File: src/rtl/drs_pkg.sv
package drs_pkg;
  localparam int unsigned SYNC_STAGES = 2;

  function automatic int unsigned cnt_w(int unsigned n);
    return (n < 2) ? 1 : $clog2(n + 1);
  endfunction
endpackage

File: src/rtl/drs_sync.sv
module drs_sync #(
  parameter int unsigned   W       = 1,
  parameter int unsigned   STAGES  = 2,
  parameter logic [W-1:0]  RST_VAL = '0
) (
  input  logic         clk_i,
  input  logic         rst_ni,
  input  logic [W-1:0] d_i,
  output logic [W-1:0] q_o
);
  logic [W-1:0] stg_q [STAGES];

  always_ff @(posedge clk_i or negedge rst_ni) begin
    if (!rst_ni) begin
      for (int i = 0; i < STAGES; i++) stg_q[i] <= RST_VAL;
    end else begin
      stg_q[0] <= d_i;
      for (int i = 1; i < STAGES; i++) stg_q[i] <= stg_q[i-1];
    end
  end

  assign q_o = stg_q[STAGES-1];
endmodule

File: src/rtl/drs_delay.sv
module drs_delay
  import drs_pkg::*;
#(
  parameter int unsigned DELAY_CYC = 5898
) (
  input  logic clk_i,
  input  logic rst_ni,
  input  logic en_i,
  output logic rel_o
);
  localparam int unsigned CW = cnt_w(DELAY_CYC);
  localparam logic [CW-1:0] LAST = CW'(DELAY_CYC - 1);

  logic [CW-1:0] cnt_q;
  logic          rel_q;

  // any low sample clears progress; release after DELAY_CYC high samples
  always_ff @(posedge clk_i or negedge rst_ni) begin
    if (!rst_ni) begin
      cnt_q <= '0;
      rel_q <= 1'b0;
    end else if (!en_i) begin
      cnt_q <= '0;
      rel_q <= 1'b0;
    end else if (!rel_q) begin
      if (cnt_q == LAST) rel_q <= 1'b1;
      else               cnt_q <= cnt_q + 1'b1;
    end
  end

  assign rel_o = rel_q;
endmodule

File: src/rtl/drs_pin_filter.sv
module drs_pin_filter
  import drs_pkg::*;
#(
  parameter int unsigned MIN_LOW = 2
) (
  input  logic clk_i,
  input  logic rst_ni,
  input  logic pin_s_i,
  output logic init_o
);
  localparam int unsigned CW = cnt_w(MIN_LOW);
  localparam logic [CW-1:0] LIM = CW'(MIN_LOW);

  logic [CW-1:0] low_q;

  always_ff @(posedge clk_i or negedge rst_ni) begin
    if (!rst_ni)          low_q <= '0;
    else if (pin_s_i)     low_q <= '0;
    else if (low_q != LIM) low_q <= low_q + 1'b1;
  end

  assign init_o = (low_q == LIM);
endmodule

File: src/rtl/dual_rail_reset_seq.sv
module dual_rail_reset_seq
  import drs_pkg::*;
#(
  parameter int unsigned DELAY_CYC = 5898,
  parameter int unsigned MIN_LOW   = 2
) (
  input  logic clk_i,
  input  logic rst_ni,
  input  logic stby_ok_i,
  input  logic main_ok_i,
  input  logic rst_pin_i,
  output logic stby_rst_no,
  output logic main_rst_no,
  output logic reg_init_o
);
  logic [1:0] rail_s;
  logic       stby_ok_s;
  logic       main_ok_s;
  logic       pin_s;
  logic       stby_rel;
  logic       main_rel;

  drs_sync #(.W(2), .STAGES(SYNC_STAGES), .RST_VAL(2'b00)) u_rail_sync (
    .clk_i (clk_i),
    .rst_ni(rst_ni),
    .d_i   ({main_ok_i, stby_ok_i}),
    .q_o   (rail_s)
  );

  assign stby_ok_s = rail_s[0];
  assign main_ok_s = rail_s[1];

  // pin idles high so a reset of the sequencer alone does not clear registers
  drs_sync #(.W(1), .STAGES(SYNC_STAGES), .RST_VAL(1'b1)) u_pin_sync (
    .clk_i (clk_i),
    .rst_ni(rst_ni),
    .d_i   (rst_pin_i),
    .q_o   (pin_s)
  );

  drs_delay #(.DELAY_CYC(DELAY_CYC)) u_stby_dly (
    .clk_i (clk_i),
    .rst_ni(rst_ni),
    .en_i  (stby_ok_s),
    .rel_o (stby_rel)
  );

  // main counts only once standby is out of reset
  drs_delay #(.DELAY_CYC(DELAY_CYC)) u_main_dly (
    .clk_i (clk_i),
    .rst_ni(rst_ni),
    .en_i  (main_ok_s & stby_rel),
    .rel_o (main_rel)
  );

  drs_pin_filter #(.MIN_LOW(MIN_LOW)) u_pin_flt (
    .clk_i  (clk_i),
    .rst_ni (rst_ni),
    .pin_s_i(pin_s),
    .init_o (reg_init_o)
  );

  assign stby_rst_no = stby_rel;
  assign main_rst_no = main_rel;
endmodule

File: config.mk
export PLATFORM = sky130hd
export DESIGN_NAME = dual_rail_reset_seq
export DESIGN_NICKNAME = d
export VERILOG_FILES = /design/src/rtl/drs_pkg.sv /design/src/rtl/drs_sync.sv /design/src/rtl/drs_delay.sv /design/src/rtl/drs_pin_filter.sv /design/src/rtl/dual_rail_reset_seq.sv
export SDC_FILE = /design/constraint.sdc
export NUM_CORES = 1
export LEC_CHECK = 0
export BUFFER_PORTS_ARGS = -buffer_cell sky130_fd_sc_hd__buf_2
export CAP_MARGIN = 0
export CORE_ASPECT_RATIO = 1.75
export CORE_UTILIZATION = 40
export DETAILED_ROUTE_END_ITERATION = 12
export GPL_TIMING_DRIVEN = 0
export PLACE_DENSITY = 0.54
export SYNTH_ARGS = -nofsm -noshare
export SYNTH_HDL_FRONTEND = slang
export SYNTH_SLANG_ARGS = --single-unit
File: constraint.sdc
create_clock -name clk_i -period 1.6 [get_ports clk_i]
set_input_delay 0.32 -clock clk_i [delete_from_list [all_inputs] [get_ports clk_i]]
set_output_delay 0.32 -clock clk_i [all_outputs]
set_load 0.05 [all_outputs]
==> results of run 1 <==
power by group through the flow:
stage	combinational [uW]	clock, uW	sequential (uW)
final	148	797	967
after global routing	173	858	972
after CTS	151	823	968
after detailed placement	150	0	986
after global placement	137	0	983
after floorplan	102	0	980
per-stage QoR:
step	hold slack [ns]	power, uW	worst slack (ns)	utilization (%)
after floorplan	0.0244	1080	0.0643	-
after global placement	0.337	1120	0.0986	44.4
after detailed placement	0.345	1140	0.0938	44.4
after CTS	0.121	1940	0.0237	47.0
after global routing	0.120	2000	0.00776	47.1
final	0.119	1910	0.0721	47.1
final timing paths:
kind	from	endpoint	slack, ns	depth (start not counted)
worst max register to register	u_stby_dly.cnt_q[0]	u_stby_dly.cnt_q[0]	0.09	5
worst min register to register	u_rail_sync.stg_q[2]	u_rail_sync.q_o[0]	0.35	0
min in group clk_i	rst_pin_i	u_pin_sync.stg_q[1]	0.13	1
max in group asynchronous	rst_ni	u_main_dly.cnt_q[4]	0.98	1
worst min-delay path	rst_ni	u_main_dly.cnt_q[2]	0.12	1
worst max-delay path	u_pin_flt.low_q[0]	reg_init_o	0.07	3
per-layer routing:
metal / global-route usage (%) / wire (um) / share of wire, %
met2: 29.2 / 1800 / 55
met1: 16.1 / 1290 / 40
met5: 0 / 0 / 0
met4: 9.87 / 95 / 2.9
met3: 3.05 / 52 / 1.6
area by class of cell:
class / instances / share of cell area (%)
sequential: 36 / 45.8
multi-input combinational: 117 / 41.7
clock buffer: 5 / 3.49
tap: 49 / 3.11
clock inverter: 3 / 2.16
timing repair buffer: 7 / 1.90
inverter: 5 / 0.952
buffer: 4 / 0.888
logic make-up after synthesis:
kind of cell    count (synthesis)  synth area share [%]
compound gates                 11                  4.83
simple gates                   79                  27.3
xor+xnor                       21                  10.4
flops                          36                  51.3
fa+ha+maj                       5                  3.55
mux                             1                 0.568
buf+inv                         9                  2.06
sequential cells by signal, indices dropped and copies added (netlist names):
register	cells
u_stby_dly.cnt_q	13
u_pin_flt.low_q	2
u_rail_sync.stg_q	2
u_stby_dly.rel_o	1
u_rail_sync.q_o	2
u_pin_sync.stg_q	1
u_pin_sync.q_o	1
u_main_dly.rel_o	1
u_main_dly.cnt_q	13
worst max-delay path, stage by stage, from the launching register on:
cell and delay, ns:
dfrtp_1 0.39, inv_1 0.06, ha_1 0.22, clkbuf_4 0.26
cell usage in the layout (no fill, tap or decap), drive strengths merged, types with 6 or more instances in the layout:
master,Yosys,layout
nor2,17,17
xnor2,8,8
and2,11,11
nand2,11,11
clkbuf,2,8
dfrtp,34,34
nand3,7,7
buf,2,8
xor2,13,13
nand4,6,6
==> impl_metrics.json, run 1 <==
{
  "status": "finished clean",
  "final_cells": 226,
  "drtAntennaViolNets": 0,
  "core_area_mm2": 0.00419,
  "min_period_ns": 1.53,
  "post_cts.repair.setup_buffers": 0,
  "fp.dieH_um": 89.8,
  "antenna_found_initial": 0,
  "crit_arrival_ns": 1.21,
  "hold_path_class": "in2async",
  "syn_area_mm2": 0.00176,
  "period_share_pct": 95.5,
  "ir_drop_uv": 1130,
  "slew_violations": 0,
  "power_density_mw_per_mm2": 970,
  "slew_headroom_pct": 47.1,
  "finalHoldViolCount": 0,
  "cp_max_fo": 4,
  "yosysWarnings": 0,
  "critical_path_class": "reg2out",
  "yosysTopAreaCell": "dfrtp_1",
  "rsz0062_at_grt": "false",
  "synth_top_area_share_pct": 48.3,
  "syn_inst": 162,
  "grt_use_total_pct": 16.2,
  "clk_latency_ns": 0.29,
  "io_buffers": 7,
  "worstPathRequired_ns": 1.28,
  "start_kind": "register",
  "yosysSeqAreaShare_pct": 51.3,
  "core.rowCount": 31,
  "combPwrFrac_pct": 7.8,
  "cp-end-kind": "primary output",
  "ctsHoldBuffers": 0,
  "hpwl_um": 2330,
  "cts_root_buf": "clkbuf_8",
  "dieArea_mm2": 0.00468,
  "start_util_pct": 42.1,
  "dp.cells": 218,
  "design_area_mm2": 0.00197,
  "clkPwrFrac_pct": 41.7,
  "drc_errors": 0,
  "num-nets-final": 186,
  "numCtsBuffers": 5,
  "syn2layout_area_growth_pct": 11.9,
  "ff_latch_area_um2": 903,
  "grt_max_degree": 37,
  "insertedDiodeCount": 0,
  "synthTopCellsByCount": "34 x dfrtp_1, 17 x nor2_1, 13 x xor2_1",
  "ys.flop_type": "dfrtp_1",
  "synth_nets": 172,
  "htreeDepth": 2,
  "postCtsResizedCells": 0,
  "drive_gt1_share_pct": 15.8,
  "grt_pass1_wl_um": 5680,
  "place_congestion": 0.817,
  "nFillCells": 390,
  "clock_skew_ns": 0.0106,
  "fmax_mhz": 654,
  "grt-ovfl-total": 0,
  "dpl_cell_area_mm2": 0.00186,
  "async_flop_share_pct": 100,
  "ys_seq_elements": 36,
  "setup_viol_count_final": 0,
  "cts.sinks": 36,
  "synth-edff-count": 0,
  "yosysUniqueCellTypes": 35,
  "postSynthAreaPerCell_um2": 10.9,
  "vias": 1195,
  "path_clk_slew_ns": 0.08,
  "cts_tree": "built",
  "max_cap_violations": 0,
  "switching_share_pct": 23.7,
  "p_sw_uw": 453,
  "worstMarginPinSlew_ns": 0.793,
  "power_frac_seq_pct": 50.6,
  "p_int_uw": 1460,
  "dr.pass1.iters": 4,
  "clockBufferDepth": 2,
  "first_global_vias": 1310,
  "tns_ns": 0,
  "finalWirelength_um": 3240,
  "multi_input_area_um2": 822,
  "synth_most_common_cell": "dfrtp_1",
  "synth_area_leaders": "dfrtp_1 48%, xor2_1 6.5%, xnor2_1 4.0%",
  "wl_per_cell_um": 14.3,
  "power.leakage_uw": 0.000943,
  "io-pin-count": 8,
  "chipWidth_um": 52.2,
  "drt-vias-per-instance": 5.29,
  "drt_iter0_drc": 12
}
Power figures use the tool's default switching activity.
==> inputs of run 2 (changes only) <==
- clock period: 1.6 -> 1.85 ns (I/O delays scaled with it)
==> run 2 against run 1 <==
Effect of this change: global-route usage unchanged; non-clock buffer count unchanged; clock power down 14%; cell area down 0.13%; register-to-register slack better by 0.25 ns; critical path type unchanged.
==> impl_metrics.json, run 2 (synthesis gave the netlist of run 1 again) <==
{
  "cp_max_fo": 4,
  "tns_ns": 0,
  "drt-vias-per-instance": 5.30,
  "io_buffers": 7,
  "layout_commonest_cell": "dfrtp_1",
  "vias": 1197,
  "min_period_ns": 1.61,
  "first_global_vias": 1310,
  "setup_slack_ns": 0.243,
  "pre_cts_slack_ns": 0.344,
  "antenna_found_initial": 0,
  "finalWirelength_um": 3240,
  "hold_path_class": "in2async",
  "worstPathRequired_ns": 1.48,
  "cts_root_buf": "clkbuf_8",
  "status": "finished clean",
  "post_cts.repair.setup_buffers": 0,
  "finalHoldViolCount": 0,
  "timing.rr.start": "u_stby_dly.cnt_q[0]",
  "start_kind": "register",
  "crit_arrival_ns": 1.24,
  "cp-end-kind": "primary output",
  "io-pin-count": 8,
  "clock_skew_ns": 0.0106,
  "path_clk_slew_ns": 0.08,
  "utilization_pct": 47.0,
  "critPathMaxStageDelay_ns": 0.39,
  "slew_violations": 0,
  "start_util_pct": 42.1,
  "cts.sinks": 36,
  "critical_path_class": "reg2out",
  "final_cell_mix": "34 x dfrtp_1, 17 x nor2_1, 13 x xor2_1",
  "slew_headroom_pct": 47.1,
  "grt_pass1_wl_um": 5680,
  "dieArea_mm2": 0.00468,
  "setup_viol_count_final": 0,
  "rsz0062_at_grt": "false",
  "ctsHoldBuffers": 0,
  "clockBufferDepth": 2,
  "period_share_pct": 86.8,
  "power.leakage_uw": 0.000944,
  "numCtsBuffers": 5,
  "drc_errors": 0,
  "worstMarginPinSlew_ns": 0.793,
  "dpl_cell_area_mm2": 0.00186,
  "place_congestion": 0.817,
  "postCtsResizedCells": 0,
  "core.rowCount": 31,
  "fp.dieH_um": 89.8,
  "design_area_mm2": 0.00197,
  "syn2layout_area_growth_pct": 11.8,
  "core_area_mm2": 0.00419,
  "drtAntennaViolNets": 0,
  "power_uw": 1650,
  "cts_tree": "built",
  "cp-startpoint": "u_pin_flt.low_q[0]",
  "crit_chain": "inv_1 -> ha_1 -> buf_2",
  "grt_max_degree": 37,
  "cp_slowest_cell": "dfrtp_1",
  "fmax_mhz": 622,
  "insertedDiodeCount": 0,
  "reg.largest.list": "u_main_dly.cnt_q: 13 flops, u_stby_dly.cnt_q: 13 flops",
  "hpwl_um": 2330,
  "power_density_mw_per_mm2": 838,
  "chipWidth_um": 52.2,
  "wl_per_cell_um": 14.3,
  "max_cap_violations": 0,
  "grt-ovfl-total": 0,
  "drt_iter0_drc": 12,
  "ir_drop_uv": 973,
  "dr.pass1.iters": 4,
  "htreeDepth": 2,
  "clk_latency_ns": 0.29,
  "drive_gt1_share_pct": 15.8,
  "num-nets-final": 186,
  "grt_use_total_pct": 16.2
}
## run 2: cell types whose count changed in the layout (fill, tap and decap cells not counted), sizes merged
| cell | previous run | this run |
|---|---|---|
| buf | 8 | 9 |
| clkbuf | 8 | 7 |
## run 2: per-layer routing
layer	vias up	wire [um]	track usage (%)
met2	13	1800	29.2
met3	8	52	3.05
li1	583	-	-
met5	-	0	0
met4	0	95	9.87
met1	593	1290	16.1
## run 2: final timing paths
path / endpoint / slack (ns) / cells after the start
max in group asynchronous: u_main_dly.cnt_q[4] / 1.18 / 1
max: reg_init_o / 0.24 / 3
min reg2reg: u_rail_sync.q_o[0] / 0.35 / 0
max reg2reg: u_stby_dly.cnt_q[0] / 0.34 / 5
min in group clk_i: u_pin_sync.stg_q[1] / 0.18 / 1
min: u_main_dly.cnt_q[2] / 0.17 / 1
## run 2: power by group
part           internal, uW  total (uW)  switching, uW
registers               816         837           20.4
clock network           399         689            290
logic                  43.7         125           81.5
## run 2: layout make-up
cell class,instances,area [um^2]
Buffer,4,17.5
Sequential cell,36,903
Multi-Input combinational cell,117,822
Tap cell,49,61.3
Clock inverter,3,42.5
Clock buffer,5,68.8
Fill cell,390,2220
Timing Repair Buffer,7,35.0
Inverter,5,18.8
## run 2: metrics by stage
| step | cells | hold WS [ns] |
|---|---|---|
| after detailed placement | 218 | 0.345 |
| after global routing | 226 | 0.170 |
| final | 226 | 0.169 |
| after global placement | 218 | 0.337 |
| after CTS | 226 | 0.171 |
| after floorplan | 162 | 0.0744 |
## run 2: worst max-delay path: cells and delay by family, from the launching register on
family	cells	cell delay [ns]
fa+ha+maj	1	0.22
flops	1	0.39
buf+inv	2	0.35
